`config.mk`:
```
export PLATFORM = sky130hd
export DESIGN_NAME = iso_insert_calc
export DESIGN_NICKNAME = d
export VERILOG_FILES = /design/src/rtl/iso_ins_pkg.sv /design/src/rtl/iso_mode_decode.sv /design/src/rtl/iso_pos_adjust.sv /design/src/rtl/iso_safe_point.sv /design/src/rtl/iso_insert_calc.sv
export SDC_FILE = /design/constraint.sdc
export NUM_CORES = 1
export LEC_CHECK = 0
export CAP_MARGIN = 0
export CORE_MARGIN = 2
export CORE_UTILIZATION = 50
export CTS_BUF_LIST = sky130_fd_sc_hd__clkbuf_4 sky130_fd_sc_hd__clkbuf_8
export CTS_CLUSTER_DIAMETER = 200
export CTS_CLUSTER_SIZE = 30
export DETAILED_ROUTE_END_ITERATION = 8
export DONT_BUFFER_PORTS = 1
export SYNTH_ARGS = -nofsm -noshare
export SYNTH_HDL_FRONTEND = slang
export SYNTH_HIERARCHICAL = 1
export SYNTH_SLANG_ARGS = --single-unit
```
`constraint.sdc`:
```
create_clock -name clk -period 3.9 [get_ports clk]
set_input_delay 0.39 -clock clk [delete_from_list [all_inputs] [get_ports clk]]
set_output_delay 0.39 -clock clk [all_outputs]
set_load 0.01 [all_outputs]
```
`src/rtl/iso_ins_pkg.sv`:
```
package iso_ins_pkg;

   typedef enum logic [1:0] {
      ISO_MODE_NONE   = 2'd0,
      ISO_MODE_FRAME  = 2'd1,
      ISO_MODE_UFRAME = 2'd2
   } iso_mode_e;

   localparam int ISO_MODE_COUNT = 3;

endpackage

```
`src/rtl/iso_mode_decode.sv`:
```
module iso_mode_decode
   import iso_ins_pkg::*;
#(
   parameter int THR_W = 8,
   parameter int UF_W  = 3
) (
   input  logic [THR_W-1:0] thresh,
   output iso_mode_e        mode,
   output logic [UF_W-1:0]  win_cnt
);

   localparam int TOP_BIT = THR_W - 1;

   initial begin
      if (THR_W < UF_W + 1)
         $fatal(1, "iso_mode_decode: THR_W too small for UF_W");
   end

   assign win_cnt = thresh[UF_W-1:0];

   always_comb begin
      if (thresh[TOP_BIT])
         mode = ISO_MODE_FRAME;
      else if (win_cnt != '0)
         mode = ISO_MODE_UFRAME;
      else
         mode = ISO_MODE_NONE;
   end

endmodule

```
`src/rtl/iso_pos_adjust.sv`:
```
module iso_pos_adjust #(
   parameter int POS_W  = 14,
   parameter int UNCERT = 1
) (
   input  logic [POS_W-1:0] pos_in,
   output logic [POS_W-1:0] pos_out
);

   localparam logic [POS_W-1:0] UNCERT_V = POS_W'(UNCERT);

   initial begin
      if (UNCERT < 0)
         $fatal(1, "iso_pos_adjust: UNCERT must be non-negative");
   end

   assign pos_out = pos_in + UNCERT_V;

endmodule

```
`src/rtl/iso_safe_point.sv`:
```
module iso_safe_point
   import iso_ins_pkg::*;
#(
   parameter int FRAME_W  = 11,
   parameter int UF_W     = 3,
   parameter int NONE_GAP = 1,
   parameter int WIN_GAP  = 1
) (
   input  logic [FRAME_W+UF_W-1:0] adj_pos,
   input  iso_mode_e               mode,
   input  logic [UF_W-1:0]         win_cnt,
   output logic [FRAME_W+UF_W-1:0] safe_pos
);

   localparam int POS_W = FRAME_W + UF_W;
   localparam logic [POS_W-1:0]   NONE_V  = POS_W'(NONE_GAP);
   localparam logic [POS_W-1:0]   WIN_V   = POS_W'(WIN_GAP);
   localparam logic [FRAME_W-1:0] FRM_ONE = FRAME_W'(1);

   logic [POS_W-1:0] cand [ISO_MODE_COUNT];

   for (genvar g = 0; g < ISO_MODE_COUNT; g++) begin : g_cand
      if (g == int'(ISO_MODE_FRAME)) begin : g_frame
         logic [FRAME_W-1:0] nxt_frame;
         assign nxt_frame = adj_pos[POS_W-1:UF_W] + FRM_ONE;
         assign cand[g]   = {nxt_frame, {UF_W{1'b0}}};
      end else if (g == int'(ISO_MODE_UFRAME)) begin : g_window
         assign cand[g] = adj_pos + POS_W'(win_cnt) + WIN_V;
      end else begin : g_none
         assign cand[g] = adj_pos + NONE_V;
      end
   end

   always_comb begin
      unique case (mode)
         ISO_MODE_FRAME:  safe_pos = cand[int'(ISO_MODE_FRAME)];
         ISO_MODE_UFRAME: safe_pos = cand[int'(ISO_MODE_UFRAME)];
         default:         safe_pos = cand[int'(ISO_MODE_NONE)];
      endcase
   end

endmodule

```
`src/rtl/iso_insert_calc.sv`:
```
module iso_insert_calc
   import iso_ins_pkg::*;
#(
   parameter int FRAME_W = 11,
   parameter int UF_W    = 3,
   parameter int THR_W   = 8,
   parameter int UNCERT  = 1
) (
   input  logic                       clk,
   input  logic                       rst,
   input  logic                       req_valid,
   output logic                       req_ready,
   input  logic [FRAME_W+UF_W-1:0]    req_index,
   input  logic [THR_W-1:0]           req_thresh,
   output logic                       rsp_valid,
   output logic [FRAME_W-1:0]         rsp_frame,
   output logic [UF_W-1:0]            rsp_uframe,
   output logic [1:0]                 rsp_mode
);

   localparam int POS_W = FRAME_W + UF_W;

   initial begin
      if (FRAME_W < 1 || UF_W < 1)
         $fatal(1, "iso_insert_calc: field widths must be positive");
   end

   logic             accept;
   logic [POS_W-1:0] adj_pos;
   logic [POS_W-1:0] safe_pos;
   iso_mode_e        mode;
   logic [UF_W-1:0]  win_cnt;

   assign req_ready = ~rst;
   assign accept    = req_valid & req_ready;

   iso_mode_decode #(.THR_W(THR_W), .UF_W(UF_W)) dec_i (
      .thresh  (req_thresh),
      .mode    (mode),
      .win_cnt (win_cnt)
   );

   iso_pos_adjust #(.POS_W(POS_W), .UNCERT(UNCERT)) adj_i (
      .pos_in  (req_index),
      .pos_out (adj_pos)
   );

   iso_safe_point #(.FRAME_W(FRAME_W), .UF_W(UF_W), .NONE_GAP(1), .WIN_GAP(1)) sp_i (
      .adj_pos  (adj_pos),
      .mode     (mode),
      .win_cnt  (win_cnt),
      .safe_pos (safe_pos)
   );

   always_ff @(posedge clk) begin
      if (rst) begin
         rsp_valid  <= 1'b0;
         rsp_frame  <= '0;
         rsp_uframe <= '0;
         rsp_mode   <= 2'd0;
      end else begin
         rsp_valid <= accept;
         if (accept) begin
            rsp_frame  <= safe_pos[POS_W-1:UF_W];
            rsp_uframe <= safe_pos[UF_W-1:0];
            rsp_mode   <= mode;
         end
      end
   end

endmodule

```
==> results.md, run 1 <==
- The run finished with clean final reports.
- The total design power is 470 uW.
- Each instance of the synthesized netlist takes up on average 7.86 um^2.
- At the pin with the least slew margin, the transition time is 0.662 ns.
- CTS built an H-tree with a depth of 1.
- The maximum frequency from static timing analysis is 365 MHz.
- The number of maximum-capacitance constraint violations is 0.
- The final number of hold-violating endpoints is 0.
- The post-detailed-route DRC marker count is 0.
- The final layout contains routed wiring with a total length of 4140 um.
- The largest individual stage delay along the critical path comes from the cell sky130_fd_sc_hd__xor2_1.
- The total overflow left after global routing is 0.
- The number of enable flip-flop cells after synthesis is 0.
- Setup repair after global routing left no endpoint under its margin.
- The number of global-route vias before repair is 1567.
- Yosys mapped the design onto 51 distinct sky130hd cell types.
- The first-pass iteration count of the detailed router is 4.
- The growth of design area from synthesis to finish is -1.34%.
- Synthesis produced 226 cells.
- By instance count, the leading cell after synthesis is sky130_fd_sc_hd__nor2_1.
- In this run, post-CTS repair resized a total of 0 instances.
- The total number of vias is 1616.
- The clock input transition at the sequential cells of the worst setup and hold paths is 0.09 ns.
- Across the VDD grid, the largest voltage drop is 0.000267 V.
- Row generation in the floorplan step produced 21 rows.
- The routability-driven placement congestion ratio is 0.861.
- Across every metal layer, demand over resource in global routing totals 0.221.
- The first global-routing pass estimated 7240 um of wire.
- The initial utilization of the core area, before any placement, comes to 0.528.
- For this design, the sink count on the clock tree is 17.
- TritonCTS built the clock tree.
- The number of nets still failing antenna checks after routing is 0.
- In the finished design, the share of the clock period the worst path needs comes to 0.703.
- By count the netlist is led by 23 x sky130_fd_sc_hd__nor2_1, 18 x sky130_fd_sc_hd__mux2i_1, 17 x sky130_fd_sc_hd__dfxtp_1.
- The average wire per cell in the routed design is 15.9 um.
- The floorplan step defined a die boundary enclosing 0.00405 mm^2.
- The area share of the largest cell type after synthesis is 0.192.
- Entering global routing, the biggest net connects 22 pins.
- The worst max-slew margin expressed relative to the limit is 0.557.
- The cell area after technology mapping is 0.00178 mm^2.
- sky130_fd_sc_hd__dfxtp_1 takes more of the synthesized area than any other cell.
- The fill cell total of the finished layout is 367.
- The post-synthesis register bit count is 17.
- The final standard cell utilization of the core is 0.521.
- For this run, the slowest stage of the critical path takes 0.56 ns.
- Clock latency on the worst-skew pair, taken at its later pin, is 0.28 ns.
- The synthesized net count is 260.
- The number of buffers and inverters on the critical path is 0.
- After routing, the total negative slack on setup checks comes to 0 ns.
- The number of slew-limit violations in the final report is 0.
- TritonCTS created 3 clock buffers.
- The die is 63.6 um wide.
- The buffer levels on the longest clock path is 2.
- In the routed layout, each cell is associated on average with a via count of 6.22.
- STA classifies the critical path startpoint as a primary input.
- The kind of cell adding the most delay to the critical path is simple AND/OR/NAND/NOR gates.
- The floorplan step defined a core boundary enclosing 0.00336 mm^2.
- In this run the clock root is driven by a sky130_fd_sc_hd__clkbuf_4.
- The post-route clock skew is 0 ns.
- In this run the tool buffered the top-level ports with 0 buffer cells.
- The proportion of layout cells with a drive suffix above 1 is 0.0654.
- The signal on the critical path passes through ha_1 > nand2_1 > nor3_1 > xor2_1 > nand4_1 > or3_1 > o32ai_1 > a22o_1 > mux2i_1 > nor2_1.
- The HPWL after detailed placement is 3390 um.
- Post-CTS timing repair inserted 0 buffers for setup.
- The required time reported for the critical path endpoint is 4.12 ns.
- Ranked by total cell area, the synthesized netlist is headed by sky130_fd_sc_hd__dfxtp_1 19%, sky130_fd_sc_hd__mux2i_1 10%, sky130_fd_sc_hd__ha_1 5.6%, sky130_fd_sc_hd__xnor2_1 4.9%, sky130_fd_sc_hd__xor2_1 4.9%.
- The yosys synthesis warning count is 6.
- The total power density per cell area is 268 mW/mm^2.
- For this block, the initial DRC count from the detailed router was 114.
- Of the synthesized area, sequential elements account for 0.192.
- The setup path with the least slack is of type primary input to flop.
- STA classifies the critical path endpoint as a flop.
- The data arrival time of the critical path is 2.97 ns.
- The most used flip-flop cell after synthesis is sky130_fd_sc_hd__dfxtp_1.
- Setup violations remaining at the end of the flow were counted as 0.
- Along the worst path, the maximum fanout reaches 8.
- The shortest period the worst path allows is 2.74 ns.
- The class of the worst hold path is primary input to flop.
- The analysis attributes to cell leakage a power of 0.710 nW.
- For this run, asynchronously set or reset flops after synthesis account for 0.
- After clock tree synthesis, the flow added hold-fix buffers numbering 0.
- The antenna diode count is 0.
- The initial antenna violation count came to 0.
- During I/O placement, the number of pins put on the boundary was 43.
- The vertical die dimension is 63.6 um.
- The post-layout net count is 249.
## worst reg2reg max path, cell delays in order (launching register included)
cell                      delay [ns]
sky130_fd_sc_hd__dfxtp_1        0.36
sky130_fd_sc_hd__mux2i_1        0.15
sky130_fd_sc_hd__nor2_1         0.06
## report_power, final
group          internal [mW]  total [mW]  switching, mW
Sequential             0.187       0.201         0.0145
Combinational         0.0685       0.172          0.104
Clock                 0.0467      0.0962         0.0496
Total                  0.302       0.470          0.168
## kinds of logic after synthesis
logic type | after synthesis | share of synthesized area
and+or+nand+nor | 84 | 0.261
AOI/OAI and AO/OA | 48 | 0.187
buffers and inverters | 30 | 0.0922
xor gates and xnor gates | 20 | 0.0986
muxes | 18 | 0.101
DFF | 17 | 0.192
adders and majority gates | 9 | 0.0676
## stage by stage
step	hold WS [ns]	setup WS, ns	cells	area (um^2)
after floorplan	0.531	1.35	226	1780
after global placement	0.465	1.07	256	1720
after detailed placement	0.467	0.882	256	1720
after CTS	0.154	1.18	260	1750
after global routing	0.127	0.899	260	1750
final	0.162	1.16	260	1750
## metal layers
layer | vias up | wire length (um) | GRT usage
li1 | 799 | - | -
met1 | 761 | 1800 | 0.274
met2 | 52 | 2120 | 0.389
met3 | 4 | 189 | 0.0482
met4 | 0 | 42 | 0.0489
met5 | - | 0 | 0
## final timing paths
| kind | startpoint | endpoint | slack, ns | depth (start not counted) |
|---|---|---|---|---|
| worst min register to register | rsp_frame[4]$_SDFFE_PP0P_ | rsp_frame[4]$_SDFFE_PP0P_ | 0.56 | 2 |
| worst max register to register | rsp_frame[0]$_SDFFE_PP0P_ | rsp_frame[0]$_SDFFE_PP0P_ | 3.24 | 2 |
| worst min-delay path | rst | rsp_mode[0]$_SDFFE_PP0P_ | 0.16 | 1 |
| worst max-delay path | req_index[0] | rsp_frame[9]$_SDFFE_PP0P_ | 1.16 | 10 |
## layout by cell type (no fill, tap or decap), drive strengths merged, types with 3 or more instances in the layout
cell,synthesis,routed
xor2,10,10
inv,14,14
a22o,3,3
xnor2,10,10
a21oi,11,11
dfxtp,17,17
nor3,10,10
mux2i,18,18
a31oi,3,3
nor4,9,9
nor2,23,23
nand4,4,4
nand3,12,12
a21o,3,3
nand2,15,15
clkbuf,5,4
a22oi,3,3
ha,8,8
o21ai,6,6
## registers in the layout (all words and copies together) (netlist names)
name	cells
rsp_frame	11
rsp_mode	2
rsp_uframe	3
rsp_valid	1
## layout make-up
| cell class | count | area [um^2] | share of cell area |
|---|---|---|---|
| flip-flops and latches | 17 | 340 | 0.194 |
| well taps | 46 | 57.6 | 0.0328 |
| multi-input cells | 179 | 1270 | 0.726 |
| inverters | 14 | 52.6 | 0.0300 |
| clock buffers | 4 | 30.0 | 0.0171 |
No activity file was read; power rests on OpenSTA's default activity.
==> inputs of run 2 (changes only) <==
- ABC_AREA: not set -> 1
- PLACE_DENSITY: not set -> 0.68
- clock period: 3.9 -> 2.5 ns (I/O delays scaled with it)
==> run 2 against run 1 <==
Against the previous run: critical path depth is 3 higher; non-clock buffer count is 7 higher; register-to-register slack worse by 1.4 ns; routed wire length rose by 17%; design area increased by 15%; clock-buffer cell count decreased by 1; sequential power is 57% higher; sequential share of layout area shrank 2.6 points; worst setup slack lost 0.59 ns; flip-flop and latch count stayed put; worst hold slack worse by 0.11 ns; final cell count grew 46%; critical path type unchanged; critical endpoint is now rsp_frame[4]$_SDFFE_PP0P_; largest power group unchanged; highest routed layer unchanged.
==> results.md, run 2 <==
- The share of synthesized registers carrying an async set or reset is 0 (unchanged).
- The antenna diode count came to 0 (unchanged).
- The maximum frequency from static timing analysis is 519 MHz.
- The layer flagged by global routing as most heavily used is met2.
- The area share of the largest cell type after synthesis is 0.174 (-0.0174).
- The number of nets still failing antenna checks after routing is 0 (unchanged).
- Setup repair after global routing left no endpoint under its margin.
- The cell area after layout was 0.00202 mm^2 (+15%).
- The count of distinct cell types in the synthesized netlist is 34 (-33%).
- The tightest min-delay check is of the primary input to flop type.
- The first-pass iteration count of the detailed router is 5 (+1).
- The met2 track utilization from global routing came to 0.406 (+0.0168).
- The mean cell area of the mapped netlist is 5.89 um^2 (-25%).
- The routed wire length was 4840 um (+17%).
- The average via count per standard cell is 5.40 (-13%).
- By instance count, the leading cell after synthesis is sky130_fd_sc_hd__nand2_1.
- The fraction of the yosys area taken by sequential cells came to 0.174 (-0.0174).
- The cell area after placement was 0.00198 mm^2 (+15%).
- The fill cell total of the finished layout is 400 (+9.0%).
- The overall global routing resource usage is 0.239 (+0.0179).
- Yosys attributes the largest share of cell area to sky130_fd_sc_hd__dfxtp_1 17%, sky130_fd_sc_hd__nand2_1 14%, sky130_fd_sc_hd__nor2_1 10%, sky130_fd_sc_hd__o21ai_0 8.5%, sky130_fd_sc_hd__inv_1 7.9%.
- The number of flip-flops under the largest register name came to 11 (unchanged).
- The full die area was 0.00442 mm^2 (+9.4%).
- The worst max-slew margin expressed relative to the limit is 0.696 (+0.139).
- The TritonCTS buffer count came to 3 (unchanged).
- The first-pass GRT wire length came to 8270 um (+14%).
- The post-synthesis register bit count was 17 (unchanged).
- The post-route clock skew is 0 ns (unchanged).
- The initial standard-cell utilization of the core is 0.526 (-0.00235).
- The pin count of the biggest net entering global routing is 18 (-18%).
- The HPWL after detailed placement is 3900 um (+15%).
- The number of slew-limit violations in the final report is 0 (unchanged).
- The setup path with the least slack is of type primary input to flop.
- The met3 track utilization from global routing is 0.0422 (-0.00598).
- The total power density per cell area came to 403 mW/mm^2 (+50%).
- The clock input transition at the sequential cells of the worst setup and hold paths was 0.07 ns (-0.02 ns).
- The met1 layer usage reported by global route is 0.315 (+0.0415).
- The setup TNS came to 0 ns (unchanged).
- The cell area after technology mapping is 0.00195 mm^2 (+10%).
- The data arrival time of the critical path is 2.09 ns (-0.88 ns).
- The final number of hold-violating endpoints was 0 (unchanged).
- The boundary pin count is 43 (unchanged).
- The x dimension of the die is 66.5 um (+4.6%).
- The area of the core came to 0.00372 mm^2 (+10%).
- The main flop type after synthesis is sky130_fd_sc_hd__dfxtp_1.
- The count of instances resized after the clock tree is built is 0 (unchanged).
- The yosys synthesis warning count is 6 (unchanged).
- STA classifies the critical path startpoint as a primary input.
- The post-synthesis cell count is 332 (+47%).
- The total number of vias is 2047 (+27%).
- Counting instances in the post-synthesis netlist gives the leading cell types as 73 x sky130_fd_sc_hd__nand2_1, 53 x sky130_fd_sc_hd__nor2_1, 41 x sky130_fd_sc_hd__inv_1.
- The required time reported for the critical path endpoint is 2.66 ns (-1.46 ns).
- The average wire per cell in the routed design is 12.8 um (-20%).
- The number of enable flip-flop cells after synthesis is 0 (unchanged).
- Clock tree synthesis selected as its root buffer the cell sky130_fd_sc_hd__clkbuf_8.
- The measured slew at the worst slew-check pin is 0.456 ns (-0.206 ns).
- In the layout the commonest cells are 73 x sky130_fd_sc_hd__nand2_1, 53 x sky130_fd_sc_hd__nor2_1, 41 x sky130_fd_sc_hd__inv_1.
- The standard-cell row count is 22 (+4.8%).
- The initial antenna violation count was 0 (unchanged).
- The portion of the clock cycle consumed by the worst path in the final layout is 0.771.
- The routability-driven placement congestion ratio is 0.904 (+5.0%).
- The post-layout net count is 366 (+47%).
- The flow ran to the end, and the final reports show no timing, DRC or antenna violations.
- The register bank with the most flops is rsp_frame.
- Of all cell types, the one taking the most synthesized area is sky130_fd_sc_hd__dfxtp_1.
- In the final layout, the registers with the most flip-flops are rsp_frame: 11 flops, rsp_uframe: 3 flops, rsp_mode: 2 flops.
- The post-detailed-route DRC marker count is 0 (unchanged).
- The worst-case vdd ir drop was 0.000240 V (-10%).
- The area growth from synthesis to layout is 3.46%.
- The leakage dissipation came to 1.02 nW (+44%).
- The shortest period the worst path allows is 1.93 ns.
- STA classifies the critical path endpoint as a flop.
- The total global routing overflow is 0 (unchanged).
- The synthesized net count is 366 (+41%).
- The highest net fanout along the worst path is 5 (-3).
- The number of maximum-capacitance constraint violations came to 0 (unchanged).
- The quantity of hold-fixing buffers added after cts is 0 (unchanged).
- The vertical die dimension is 66.5 um (+4.6%).
- The count of buffers added by post-CTS timing repair for setup is 0 (unchanged).
- The most common library cell in the layout ignoring fill and taps is sky130_fd_sc_hd__nand2_1.
- The proportion of layout cells with a drive suffix above 1 is 0.0937 (+0.0282).
- The number of levels in the clock H-tree was 1 (unchanged).
- The buffer levels on the longest clock path is 2 (unchanged).
- The clock latency reported for the late side of the worst-skew pair came to 0.26 ns (-0.02 ns).
- The DRC violation total after the first TritonRoute iteration is 128 (+12%).
- The number of global-route vias before repair is 1938 (+24%).
- The count of buffers from port buffering was 0 (unchanged).
- The number of clock sinks came to 17 (unchanged).
- The final setup violation count is 0 (unchanged).
- TritonCTS built the clock tree.
[run 2: metal layers]
| layer | vias up | routed length [um] | part of all wire |
|---|---|---|---|
| met5 | - | 0 | 0 |
| met4 | 0 | 64 | 0.013 |
| met3 | 8 | 237 | 0.049 |
| met2 | 54 | 2300 | 0.48 |
| met1 | 917 | 2230 | 0.46 |
| li1 | 1068 | - | - |
[run 2: final timing paths]
kind	from	end	slack (ns)	cells after the start
worst min register to register	rsp_frame[4]$_SDFFE_PP0P_	rsp_frame[4]$_SDFFE_PP0P_	0.59	2
worst max-delay path	req_index[0]	rsp_frame[4]$_SDFFE_PP0P_	0.57	13
worst min-delay path	rst	rsp_valid$_SDFF_PP0_	0.05	1
worst max register to register	rsp_frame[0]$_SDFFE_PP0P_	rsp_frame[0]$_SDFFE_PP0P_	1.80	2
[run 2: cell families (layout without fill, tap and decap cells)]
| logic type | count (synthesis) | in the layout | share of synthesized area |
|---|---|---|---|
| and+or+nand+nor | 182 | 182 | 0.421 |
| buffers and inverters | 56 | 55 | 0.131 |
| AOI/OAI and AO/OA | 55 | 55 | 0.154 |
| DFF | 17 | 17 | 0.174 |
| xor gates and xnor gates | 13 | 13 | 0.0583 |
| adders and majority gates | 9 | 9 | 0.0615 |
[run 2: area by class of cell]
| type | count | area (um^2) | share of cell area |
|---|---|---|---|
| Clock buffer | 3 | 41.3 | 0.0204 |
| Clock inverter | 1 | 5.00 | 0.00248 |
| Inverter | 44 | 165 | 0.0817 |
| Multi-Input combinational cell | 259 | 1360 | 0.671 |
| Sequential cell | 17 | 340 | 0.168 |
| Tap cell | 48 | 60.1 | 0.0297 |
| Timing Repair Buffer | 7 | 52.6 | 0.0260 |
[run 2: power by group]
group / internal [mW] / total (mW) / switching [mW]
clock network: 0.111 / 0.214 / 0.103
registers: 0.293 / 0.315 / 0.0227
logic: 0.0995 / 0.286 / 0.186
[run 2: per-stage QoR]
stage	total power, mW	hold slack (ns)	util	std cells	worst slack, ns
2_1_floorplan	0.553	0.322	-	332	0.480
3_3_place_gp	0.602	0.323	0.532	375	0.361
3_5_place_dp	0.605	0.325	0.532	375	0.349
4_1_cts	0.815	0.0466	0.544	379	0.604
5_1_grt	0.872	0.0383	0.544	379	0.316
6_report	0.815	0.0499	0.544	379	0.572
[run 2: worst max-delay path, stage by stage]
cell	delay [ns]
sky130_fd_sc_hd__ha_1	0.21
sky130_fd_sc_hd__xor2_1	0.30
sky130_fd_sc_hd__ha_1	0.35
sky130_fd_sc_hd__nand2_1	0.09
sky130_fd_sc_hd__nand2_1	0.07
sky130_fd_sc_hd__inv_1	0.07
sky130_fd_sc_hd__nand2_1	0.09
sky130_fd_sc_hd__nor2_1	0.21
sky130_fd_sc_hd__nand2_1	0.09
sky130_fd_sc_hd__o2111ai_1	0.11
sky130_fd_sc_hd__nand2_1	0.09
sky130_fd_sc_hd__nor2_1	0.11
sky130_fd_sc_hd__nor2_1	0.05
==> inputs of run 3 (changes only) <==
- ABC_AREA: 1 -> 0
- PLACE_DENSITY: 0.68 -> not set
- clock period: 2.5 -> 2 ns (I/O delays scaled with it)
==> run 3 against run 2 <==
Against the previous run: worst setup slack worse by 0.53 ns; combinational power grew 65%; routed wire length increased by 5.1%; clock-buffer cell count unchanged; non-clock buffer count up 40; clock power down 16%; critical endpoint is now rsp_frame[10]$_SDFFE_PP0P_; highest routed layer unchanged.
==> results.md, run 3 (synthesis gave the netlist of run 1 again) <==
- The standard-cell row count is 21 (-4.5%).
- The portion of the clock cycle consumed by the worst path in the final layout is 0.979.
- The routability-driven placement congestion ratio is 0.893 (-1.3%).
- The cell area after layout is 0.00223 mm^2 (+10%).
- The antenna diode count was 0 (unchanged).
- The net switching share of the total power is 0.361 (-0.0220).
- The run finished with clean final reports.
- The net switching power figure is 377 uW (+21%).
- The post-detailed-route DRC marker count is 0 (unchanged).
- The worst max-slew margin expressed relative to the limit is 0.616 (-0.0799).
- The TritonCTS buffer count came to 3 (unchanged).
- The setup slack at placement is -0.266 ns (-0.615 ns).
- The required time reported for the critical path endpoint is 2.22 ns (-0.44 ns).
- The number of clock sinks was 17 (unchanged).
- The DRC violation total after the first TritonRoute iteration came to 101 (-21%).
- The total global routing overflow came to 0 (unchanged).
- The cell count of the worst reg-to-reg path is 2 (unchanged).
- The final standard cell utilization of the core came to 0.662 (+0.118).
- The average via count per standard cell was 5.97 (+11%).
- The worst-case vdd ir drop is 0.000373 V (+56%).
- The number of nets still failing antenna checks after routing is 0 (unchanged).
- The number of maximum-capacitance constraint violations came to 0 (unchanged).
- The cell area after placement was 0.00215 mm^2 (+8.6%).
- The area of the core came to 0.00336 mm^2 (-9.5%).
- In the layout the commonest cells are 46 x sky130_fd_sc_hd__buf_4, 23 x sky130_fd_sc_hd__nor2_1, 18 x sky130_fd_sc_hd__mux2i_1.
- The number of global-route vias before repair is 1881 (-2.9%).
- The data arrival time of the critical path is 2.18 ns (+0.09 ns).
- The worst setup path is launched from a primary input.
- The routed wire length is 5090 um (+5.1%).
- The part of the total power dissipated in combinational logic is 0.452 (+0.102).
- The HPWL after detailed placement is 4130 um (+5.9%).
- The internal portion of total power is 667 uW (+33%).
- Compared with the post-synthesis result, the final layout area differs by 25.3%.
- The boundary pin count is 43 (unchanged).
- The initial standard-cell utilization of the core was 0.528 (+0.00235).
- The initial antenna violation count is 0 (unchanged).
- The buffer levels on the longest clock path is 2 (unchanged).
- The pin count of the biggest net entering global routing is 18 (unchanged).
- The smallest hold slack was 0.0472 ns (-0.00269 ns).
- The shortest period the worst path allows is 1.96 ns.
- The number of levels in the clock H-tree was 1 (unchanged).
- The overall global routing resource usage is 0.260 (+0.0215).
- Ranked by flip-flop count, first place goes to rsp_frame.
- The class of the worst hold path is primary input to flop.
- The full die area came to 0.00405 mm^2 (-8.6%).
- The maximum frequency from static timing analysis is 510 MHz.
- The total number of vias is 1833 (-10%).
- The total power density per cell area was 469 mW/mm^2 (+16%).
- The part of the power in registers is 0.376 (-0.011).
- The post-route clock skew is 0 ns (unchanged).
- The highest net fanout along the worst path came to 4 (-1).
- The first-pass iteration count of the detailed router came to 4 (-1).
- The final critical-path setup slack is 0.0410 ns (-0.530 ns).
- The final setup violation count is 0 (unchanged).
- The critical path is of the primary input to flop type.
- The measured slew at the worst slew-check pin was 0.574 ns (+0.118 ns).
- Setup repair after global routing could not meet its margin everywhere.
- The clock input transition at the sequential cells of the worst setup and hold paths is 0.09 ns (+0.02 ns).
- The first-pass GRT wire length is 8380 um (+1.3%).
- The count of buffers from port buffering is 0 (unchanged).
- The proportion of layout cells with a drive suffix above 1 is 0.284 (+0.190).
- The vertical die dimension is 63.6 um (-4.4%).
- The CTS tree is built.
- The leakage dissipation is 0.972 nW (-5.0%).
- The total design power is 1.04 mW (+28%).
- The cell sitting at the root of the clock tree is a sky130_fd_sc_hd__clkbuf_4.
- The number of flip-flops under the largest register name is 11 (unchanged).
- The power share of the clock group is 0.172 (-0.091).
- The post-layout net count came to 296 (-19%).
- The average wire per cell in the routed design came to 16.6 um (+30%).
- The x dimension of the die is 63.6 um (-4.4%).
- The final number of hold-violating endpoints came to 0 (unchanged).
- The clock latency reported for the late side of the worst-skew pair is 0.28 ns (+0.02 ns).
- The largest registers in the layout are rsp_frame: 11 flops, rsp_uframe: 3 flops, rsp_mode: 2 flops.
- The fill cell total of the finished layout was 327 (-18%).
- The worst hold path depth came to 1 (unchanged).
- Leaving out fill and tap cells, the most frequent cell in the layout is sky130_fd_sc_hd__buf_4.
- The endpoint kind of the worst setup timing path is a flop.
- The number of slew-limit violations in the final report was 0 (unchanged).
[run 3: final cells by class]
cell class / count / area [um^2] / share of cell area
tap: 46 / 57.6 / 0.0259
multi-input combinational: 179 / 1390 / 0.626
clock buffer: 3 / 22.5 / 0.0101
timing repair buffer: 47 / 355 / 0.160
clock inverter: 1 / 5.00 / 0.00225
inverter: 14 / 52.6 / 0.0236
sequential: 17 / 340 / 0.153
[run 3: per-layer routing]
metal,vias up,wire length (um),GRT usage
li1,888,-,-
met1,883,1970,0.293
met2,52,2730,0.499
met3,10,296,0.0554
met4,0,95,0.0516
met5,-,0,0
[run 3: power by group through the flow]
stage                     Combinational, mW  Clock, mW  Sequential (mW)
final                                 0.472      0.179            0.393
after global routing                  0.517      0.203            0.396
after CTS                             0.461      0.185            0.393
after detailed placement              0.454          0            0.401
after global placement                0.442          0            0.400
after floorplan                       0.320          0            0.396
[run 3: final timing paths]
check,start,end,slack [ns]
max reg2reg,rsp_mode[1]$_SDFFE_PP0P_,rsp_mode[1]$_SDFFE_PP0P_,1.28
max,req_index[0],rsp_frame[10]$_SDFFE_PP0P_,0.04
min reg2reg,rsp_frame[6]$_SDFFE_PP0P_,rsp_frame[6]$_SDFFE_PP0P_,0.56
min,req_valid,rsp_valid$_SDFF_PP0_,0.05
[run 3: metrics by stage]
stage,std cells,TNS [ns]
detailed placement,301,-1.87
global route,307,-0.0190
floorplan,226,-0.773
CTS,306,0
finish,307,0
global placement,301,-1.59
[run 3: repair_timing]
item	4_1_cts	5_1_grt
resized for setup	0	8
buffers inserted	0	1
setup endpoints to repair	0	8
hold buffers	1	0
hold endpoints to repair	17	0
[run 3: critical path: stages]
cell	delay, ns
sky130_fd_sc_hd__ha_4	0.17
sky130_fd_sc_hd__nand3_1	0.13
sky130_fd_sc_hd__xnor2_2	0.22
sky130_fd_sc_hd__ha_2	0.23
sky130_fd_sc_hd__buf_4	0.13
sky130_fd_sc_hd__and4_2	0.27
sky130_fd_sc_hd__nand3_1	0.18
sky130_fd_sc_hd__nor4_1	0.35
sky130_fd_sc_hd__or3_1	0.15
sky130_fd_sc_hd__mux2i_1	0.06
sky130_fd_sc_hd__nor2_1	0.08
